File: src/rtl/irqf_pkg.sv
// Package: shared constants for the interrupt flag controller.
// Holds the flag bit positions, the register indices that the neighbouring
// blocks also decode, and the masks derived from them.
package irqf_pkg;

    localparam int FLAG_W = 7;           // flag/enable bits 6:0, bit 7 synthesized
    localparam int IDX_W  = 4;           // sixteen registers

    // flag bit positions
    localparam int B_SH_DONE = 2;
    localparam int B_SH_DATA = 3;
    localparam int B_SH_CLK  = 4;
    localparam int B_TMR2    = 5;
    localparam int B_TMR1    = 6;

    // register indices decoded here
    localparam logic [IDX_W-1:0] IDX_SHIFT  = 4'd10;
    localparam logic [IDX_W-1:0] IDX_FLAG   = 4'd13;
    localparam logic [IDX_W-1:0] IDX_ENABLE = 4'd14;

    // bits that may drive the interrupt line
    localparam logic [FLAG_W-1:0] IRQ_MASK =
        FLAG_W'((1 << B_SH_DONE) | (1 << B_TMR2) | (1 << B_TMR1));

    // bits cleared by a shift data read
    localparam logic [FLAG_W-1:0] SHIFT_CLR_MASK =
        FLAG_W'((1 << B_SH_DONE) | (1 << B_SH_DATA) | (1 << B_SH_CLK));

endpackage

File: src/rtl/irqf_decode.sv
// Module: irqf_decode
// Turns a bus address and strobes into a register index and per-register
// access pulses. Assumes strobes last one cycle per access and the index
// field sits at IDX_LSB upward in the address.
module irqf_decode
    import irqf_pkg::*;
#(
    parameter int ADDR_W  = 13,
    parameter int IDX_LSB = 9
) (
    input  logic [ADDR_W-1:0] bus_addr,
    input  logic              bus_wr,
    input  logic              bus_rd,
    output logic [IDX_W-1:0]  reg_index,
    output logic              wr_flag,
    output logic              wr_enable,
    output logic              rd_flag,
    output logic              rd_enable,
    output logic              rd_shift
);

    localparam logic [ADDR_W-1:0] SHIFTED_MAX = ADDR_W'((1 << IDX_W) - 1);

    logic [ADDR_W-1:0] addr_shifted;

    // extract the index field from the address
    always_comb begin
        addr_shifted = (bus_addr >> IDX_LSB) & SHIFTED_MAX;
        reg_index    = addr_shifted[IDX_W-1:0];
    end

    // qualify strobes with the decoded index
    always_comb begin
        wr_flag   = bus_wr && (reg_index == IDX_FLAG);
        wr_enable = bus_wr && (reg_index == IDX_ENABLE);
        rd_flag   = bus_rd && (reg_index == IDX_FLAG);
        rd_enable = bus_rd && (reg_index == IDX_ENABLE);
        rd_shift  = bus_rd && (reg_index == IDX_SHIFT);
    end

endmodule

File: src/rtl/irqf_flag_bank.sv
// Module: irqf_flag_bank
// Holds the pending flags. Events set bits; flag writes, shift data reads
// and external requests clear bits. A set beats a clear on the same bit in
// the same cycle. Assumes event inputs are single-cycle pulses.
module irqf_flag_bank
    import irqf_pkg::*;
(
    input  logic              clk,
    input  logic              rst_n,
    input  logic [FLAG_W-1:0] set_ev,
    input  logic              wr_flag,
    input  logic [FLAG_W-1:0] wdata,
    input  logic              rd_shift,
    input  logic [FLAG_W-1:0] ext_clr,
    output logic [FLAG_W-1:0] flags
);

    logic [FLAG_W-1:0] clr_all;
    logic [FLAG_W-1:0] flags_nxt;

    // merge every clear source into one mask
    always_comb begin
        clr_all = ext_clr;
        if (wr_flag)  clr_all = clr_all | wdata;
        if (rd_shift) clr_all = clr_all | SHIFT_CLR_MASK;
    end

    // clear first, then set, so events are never lost
    always_comb begin
        flags_nxt = (flags & ~clr_all) | set_ev;
    end

    // flag register with synchronous reset
    always_ff @(posedge clk) begin
        if (!rst_n) flags <= '0;
        else        flags <= flags_nxt;
    end

    // an event always leaves its flag set, whatever clears compete
    genvar gi;
    generate
        for (gi = 0; gi < FLAG_W; gi++) begin : g_ev_chk
            assert_event_kept_R12: assert property (@(posedge clk) disable iff (!rst_n)
                set_ev[gi] |=> flags[gi]);
        end
    endgenerate

    // a flag write with no competing source clears the written bits
    assert_flag_write_clears_R8: assert property (@(posedge clk) disable iff (!rst_n)
        (wr_flag && set_ev == '0) |=> ((flags & $past(wdata)) == '0));

endmodule

File: src/rtl/irqf_enable_mask.sv
// Module: irqf_enable_mask
// Holds the enable mask. A write with the selector bit high ORs the data in;
// with the selector low it clears the bits written as one.
module irqf_enable_mask
    import irqf_pkg::*;
(
    input  logic              clk,
    input  logic              rst_n,
    input  logic              wr_enable,
    input  logic              set_sel,
    input  logic [FLAG_W-1:0] wdata,
    output logic [FLAG_W-1:0] enables
);

    // mask update per selector
    always_ff @(posedge clk) begin
        if (!rst_n)         enables <= '0;
        else if (wr_enable) enables <= set_sel ? (enables | wdata) : (enables & ~wdata);
    end

    assert_enable_set_R4: assert property (@(posedge clk) disable iff (!rst_n)
        (wr_enable && set_sel) |=> ((enables & $past(wdata)) == $past(wdata)));

    assert_enable_clear_R5: assert property (@(posedge clk) disable iff (!rst_n)
        (wr_enable && !set_sel) |=> ((enables & $past(wdata)) == '0));

    assert_enable_hold_R5: assert property (@(posedge clk) disable iff (!rst_n)
        !wr_enable |=> $stable(enables));

endmodule

File: src/rtl/irqf_irq_out.sv
// Module: irqf_irq_out
// Registers the interrupt line from the masked pending bits of the
// interrupt-capable flags. Adds one cycle of latency by design.
module irqf_irq_out
    import irqf_pkg::*;
(
    input  logic              clk,
    input  logic              rst_n,
    input  logic [FLAG_W-1:0] flags,
    input  logic [FLAG_W-1:0] enables,
    output logic              irq
);

    // register the line from the current flag and enable state
    always_ff @(posedge clk) begin
        if (!rst_n) irq <= 1'b0;
        else        irq <= |(flags & enables & IRQ_MASK);
    end

    assert_irq_lag_R13: assert property (@(posedge clk) disable iff (!rst_n)
        $past(rst_n) |-> (irq == $past(|(flags & enables & IRQ_MASK))));

    assert_irq_shift_only_R9: assert property (@(posedge clk) disable iff (!rst_n)
        ((flags & IRQ_MASK) == '0) |=> !irq);

endmodule

File: src/rtl/irqf_ctrl.sv
// Module: irqf_ctrl (top)
// Interrupt flag and enable bookkeeping for a sixteen-register byte-wide
// peripheral. Decodes the register index, serves flag and enable reads,
// applies clear-on-access requests and drives one registered interrupt.
// Assumes one-cycle bus strobes and one-cycle event pulses.
module irqf_ctrl
    import irqf_pkg::*;
#(
    parameter int ADDR_W  = 13,
    parameter int IDX_LSB = 9
) (
    input  logic              clk,
    input  logic              rst_n,
    input  logic [ADDR_W-1:0] bus_addr,
    input  logic              bus_wr,
    input  logic              bus_rd,
    input  logic [7:0]        bus_wdata,
    output logic [7:0]        rd_data,
    output logic [IDX_W-1:0]  reg_index,
    input  logic              ev_shift_done,
    input  logic              ev_shift_data,
    input  logic              ev_shift_clk,
    input  logic              ev_tmr2,
    input  logic              ev_tmr1,
    input  logic [FLAG_W-1:0] clr_req,
    output logic              irq
);

    logic              wr_flag, wr_enable, rd_flag, rd_enable, rd_shift;
    logic [FLAG_W-1:0] set_ev;
    logic [FLAG_W-1:0] flags;
    logic [FLAG_W-1:0] enables;

    irqf_decode #(.ADDR_W(ADDR_W), .IDX_LSB(IDX_LSB)) u_decode (
        .bus_addr  (bus_addr),
        .bus_wr    (bus_wr),
        .bus_rd    (bus_rd),
        .reg_index (reg_index),
        .wr_flag   (wr_flag),
        .wr_enable (wr_enable),
        .rd_flag   (rd_flag),
        .rd_enable (rd_enable),
        .rd_shift  (rd_shift)
    );

    // place each event pulse at its flag position
    always_comb begin
        set_ev            = '0;
        set_ev[B_SH_DONE] = ev_shift_done;
        set_ev[B_SH_DATA] = ev_shift_data;
        set_ev[B_SH_CLK]  = ev_shift_clk;
        set_ev[B_TMR2]    = ev_tmr2;
        set_ev[B_TMR1]    = ev_tmr1;
    end

    irqf_flag_bank u_flags (
        .clk      (clk),
        .rst_n    (rst_n),
        .set_ev   (set_ev),
        .wr_flag  (wr_flag),
        .wdata    (bus_wdata[FLAG_W-1:0]),
        .rd_shift (rd_shift),
        .ext_clr  (clr_req),
        .flags    (flags)
    );

    irqf_enable_mask u_enable (
        .clk       (clk),
        .rst_n     (rst_n),
        .wr_enable (wr_enable),
        .set_sel   (bus_wdata[7]),
        .wdata     (bus_wdata[FLAG_W-1:0]),
        .enables   (enables)
    );

    irqf_irq_out u_irq (
        .clk     (clk),
        .rst_n   (rst_n),
        .flags   (flags),
        .enables (enables),
        .irq     (irq)
    );

    // read data for the two registers owned here
    always_comb begin
        if (rd_flag)        rd_data = {|(flags & enables), flags};
        else if (rd_enable) rd_data = {1'b1, enables};
        else                rd_data = 8'h00;
    end

    assert_read_onehot_R1: assert property (@(posedge clk) disable iff (!rst_n)
        $onehot0({rd_flag, rd_enable, rd_shift}));

    assert_shift_read_clears_R10: assert property (@(posedge clk) disable iff (!rst_n)
        (rd_shift && !ev_shift_done && !ev_shift_data && !ev_shift_clk)
            |=> ((flags & SHIFT_CLR_MASK) == '0));

endmodule

File: config.mk
export PLATFORM = sky130hd
export DESIGN_NAME = irqf_ctrl
export DESIGN_NICKNAME = d
export VERILOG_FILES = /design/src/rtl/irqf_pkg.sv /design/src/rtl/irqf_decode.sv /design/src/rtl/irqf_flag_bank.sv /design/src/rtl/irqf_enable_mask.sv /design/src/rtl/irqf_irq_out.sv /design/src/rtl/irqf_ctrl.sv
export SDC_FILE = /design/constraint.sdc
export NUM_CORES = 1
export LEC_CHECK = 0
export BUFFER_PORTS_ARGS = -buffer_cell sky130_fd_sc_hd__buf_2
export CORE_MARGIN = 2
export CORE_UTILIZATION = 32
export DETAILED_ROUTE_END_ITERATION = 7
export PLACE_DENSITY_LB_ADDON = 0.1
export SLEW_MARGIN = 20
export SYNTH_ARGS = -nofsm -noshare
export SYNTH_HDL_FRONTEND = slang
export SYNTH_SLANG_ARGS = --single-unit
File: constraint.sdc
create_clock -name clk -period 1.2 [get_ports clk]
set_input_delay 0.06 -clock clk [delete_from_list [all_inputs] [get_ports clk]]
set_output_delay 0.06 -clock clk [all_outputs]
set_load 0.01 [all_outputs]
======== Word-level counts from Yosys, hierarchy flattened ========
Index checks and enable logic that the tools add are counted.
Widths: inputs -> output; s select.
storage, ports and cells
  input port bits ......................... 37
  output and inout bits ................... 13
  bits in registers ....................... 15
  word-level logic and storage cells ...... 26
operators by class
  reductions and logical operators ........ 7
  mux-type cells .......................... 5
  bitwise logic cells ..................... 8
  equal/unequal tests ..................... 3
operators by type and width
  kind                number
  $and 7x7->7         3
  $or 7x7->7          3
  $mux 8              2
  $mux 7              2
  $not 7->7           2
  $eq 4x4->1 const B  3
  $reduce_or 7->1     1
  $logic_and 1x1->1   5
  $mux 5              1
  $reduce_or 3->1     1

======== Depth between registers and ports, before layout ========
  depth in word-level cells ............... 7
  depth in mapped cells ................... 5
  mapped depth without buffers ............ 3

======== Modules after synthesis ========
Synthesis repeated with hierarchy kept, for this count alone.
unflattened totals
  cells, all modules ...................... 97
  area, all modules ....................... 803.3 µm²
by module, submodules not included
  module            cells each  seq. area each (µm²)  times used  area each (µm²)
  irqf_flag_bank    31          140.1                 1           275.3
  irqf_enable_mask  30          140.1                 1           274.0
  irqf_ctrl         19          0.0                   1           128.9
  irqf_decode       14          0.0                   1           88.8
  irqf_irq_out      3           20.0                  1           36.3

======== Worst setup path after synthesis ========
No wires, ideal clock.
  path kind ............................... reg2out
  start ................................... register u_flags.flags[6]
  end ..................................... output port rd_data[7]
  data arrival time ....................... 0.980 ns
  required time ........................... 1.140 ns
  slack ................................... 0.160 ns
  cell stages (with the launch flop) ...... 4
  cell sequence ........................... dfxtp_1 -> a222oi_1 -> nand3_1 -> a21o_1
between the ends
  longest elaborated chain between the ends .. 3
RTL lines
  item                    RTL line              text
  start, declared         irqf_flag_bank.sv:15  output logic [FLAG_W-1:0] flags
  start signal, assigned  irqf_flag_bank.sv:36  else flags <= flags_nxt;
  $and 7x7->7             irqf_ctrl.sv:86       if (rd_flag) rd_data = {|(flags & enables), flags};
  $reduce_or 7->1         irqf_ctrl.sv:86
  $mux 8                  irqf_ctrl.sv:86
  end, declared           irqf_ctrl.sv:18       output logic [7:0] rd_data,
Every way passes these cells.

==> impl_metrics.tcl <==
set metrics [dict create \
    slew_violations 0 \
    rows 18 \
    final-setup-viol-count 2 \
    ys_seq_elements 15 \
    ys_warn_count 0 \
    relSlewSlack_pct 75.6 \
    ys_async_sr_fraction_pct 0 \
    cp.required_ps 1140 \
    final_area_sq_um 1210 \
    die_area_sq_um 3020 \
    ctsLongestPathBuffers 2 \
    grt_max_degree 11 \
    hold_viol 0 \
    worstSetupPathType "register to output port" \
    place_ws_ps -16.5 \
    drive_gt1_share_pct 42.6 \
    p_per_area_nw_per_um2 810 \
    synth_seq_area_share_pct 36.1 \
    cellLeakagePower_uw 0.000607 \
    endpoint_kind "output port" \
    dr.pass1.iters 4 \
    cp_max_fo 2 \
    max_clock_freq_mhz 677 \
    synthCells 91 \
    status "finished with violations" \
    dpl-instance-area_sq_um 1080 \
    portBuffers 40 \
    wl_per_cell_microns 12.7 \
    clk_latency_ps 280 \
    worstHoldPathType "input pin to register" \
    drc_errors 0 \
    drt_iter0_drc 6 \
    grt_overflow_total 0 \
    cts_sinks 15 \
    cts_made_buffers 3 \
    synth_area_sq_um 831 \
    die_w_microns 55.0 \
    synth-edff-count 0 \
    htree_levels 1 \
    wl_microns 2260 \
    critPathLaunchType "register" \
    syn_nets 128 \
    drv_cap 0 \
    fin_skew_ps 2.33 \
    coreArea_sq_um 2480 \
    whs_ps 13.1 \
    dpl.hpwl_microns 1800 \
    die_h_microns 55.0 \
    root_buffer "clkbuf_4" \
    p_total_uw 977 \
    cp.arrival_ps 1420 \
    antenna_found_initial 0 \
    cts_tree "done" \
    ios 50 \
    grt_pass1_vias 801 \
    peakVddDrop_v 0.000843 \
    num_vias 879 \
    syn_avg_cell_area_sq_um 9.13 \
    routabilityCongestion 0.754 \
    grt.total_usage_pct 16.9 \
    clk_pin_slew_ps 80 \
    tightest_slew_ps 365 \
    ant_nets 0 \
    fin_ws_ps -277 \
    grt_setup_unrepaired "true" \
    violations "setup timing" \
    initial_core_util_pct 33.5 \
    min_period_ps 1480 \
    antennaDiodeCount 0 \
    yosys.cell_types.count 23 \
    via_per_inst 4.94 \
    fin_crit_sh_pct 123 \
    grt_pass1_wl_microns 3510 \
    ys.flop_type "dfxtp_1" \
    nets 186 \
    area_growth_pct 45.2 \
]
## kinds of logic after synthesis
logic type / count (synthesis) / share of synthesized area [%]
flops: 15 / 36.1
buf+inv: 13 / 10.2
mux: 7 / 8.43
compound gates: 23 / 23.2
simple gates: 33 / 22.0
## power by group
group / total, uW / internal, uW / switching (uW)
Sequential: 520 / 510 / 9.75
Clock: 282 / 129 / 153
Combinational: 175 / 97.7 / 77.6
Total: 977 / 737 / 240
## synthesized netlist by cell type (3+ instances only)
| cell | count | share of area [%] |
|---|---|---|
| dfxtp_1 | 15 | 36 |
| nand2_1 | 11 | 5.0 |
| nand3_1 | 9 | 5.4 |
| a22o_1 | 7 | 7.4 |
| mux2i_1 | 7 | 8.4 |
| nand2b_1 | 6 | 4.5 |
| buf_4 | 5 | 4.5 |
| a311oi_1 | 4 | 4.2 |
| a21oi_1 | 3 | 1.8 |
| inv_1 | 3 | 1.4 |
| nor2b_1 | 3 | 2.3 |
| o221a_1 | 3 | 4.1 |
## path summary, 6_finish.rpt
path	startpoint	endpoint	slack (ps)	cells past startpoint
worst min-delay path	ev_tmr1	u_flags.flags[6]	10	2
worst max-delay path	register	rd_data[7]	-280	4
worst max register to register	register	u_irq.irq	-240	8
worst min register to register	u_flags.flags[1]	u_flags.flags[1]	470	2
## per-layer routing
metal | global-route usage (%) | share of wire [%] | vias to the layer above
met1 | 20.2 | 44 | 414
met5 | 0 | 0 | -
met2 | 30.0 | 52 | 17
met3 | 5.65 | 4.2 | 0
li1 | - | - | 448
met4 | 2.44 | 0 | 0
## area by class of cell
| class | count | area [sq um] |
|---|---|---|
| fill | 269 | 1270 |
| multi-input combinational | 63 | 445 |
| timing repair buffer | 63 | 385 |
| sequential | 15 | 300 |
| tap | 30 | 37.5 |
| clock buffer | 4 | 26.3 |
| inverter | 3 | 11.3 |
## worst max-delay path: stages (launching register included)
cell and delay (ps):
dfxtp_1 310, a222oi_1 400, nand3_1 120, a21o_1 170, buf_2 130
## placed cells by master, fill, tap and decap left out
cell type,count
a21o_1,1
a21oi_1,3
a222oi_1,1
a22o_1,7
a22oi_1,2
a311oi_1,4
and2b_4,1
and3_1,1
and4b_1,1
buf_2,40
buf_4,18
clkbuf_1,1
clkbuf_4,3
dfxtp_1,15
dlygate4sd3_1,5
inv_1,3
mux2i_1,7
nand2_1,11
nand2b_1,6
nand3_1,9
nor2b_1,3
nor2b_4,1
o21a_1,2
o221a_1,3
## timing repair
action,CTS,global route
gates cloned,0,0
hold buffers,4,1
setup buffers,6,0
hold endpoints to repair,2,1
resized for setup,0,0
pin swaps,3,0
setup endpoints to repair,1,2
## per-stage QoR
| step | cells | util [%] | TNS, ps |
|---|---|---|---|
| 2_1_floorplan | 91 | - | 0 |
| 3_3_place_gp | 163 | 43.8 | -2.04 |
| 3_5_place_dp | 163 | 43.8 | -16.5 |
| 4_1_cts | 177 | 48.3 | -556 |
| 5_1_grt | 178 | 48.7 | -729 |
| 6_report | 178 | 48.7 | -522 |
Note: power is estimated with default switching activity, not from simulation.
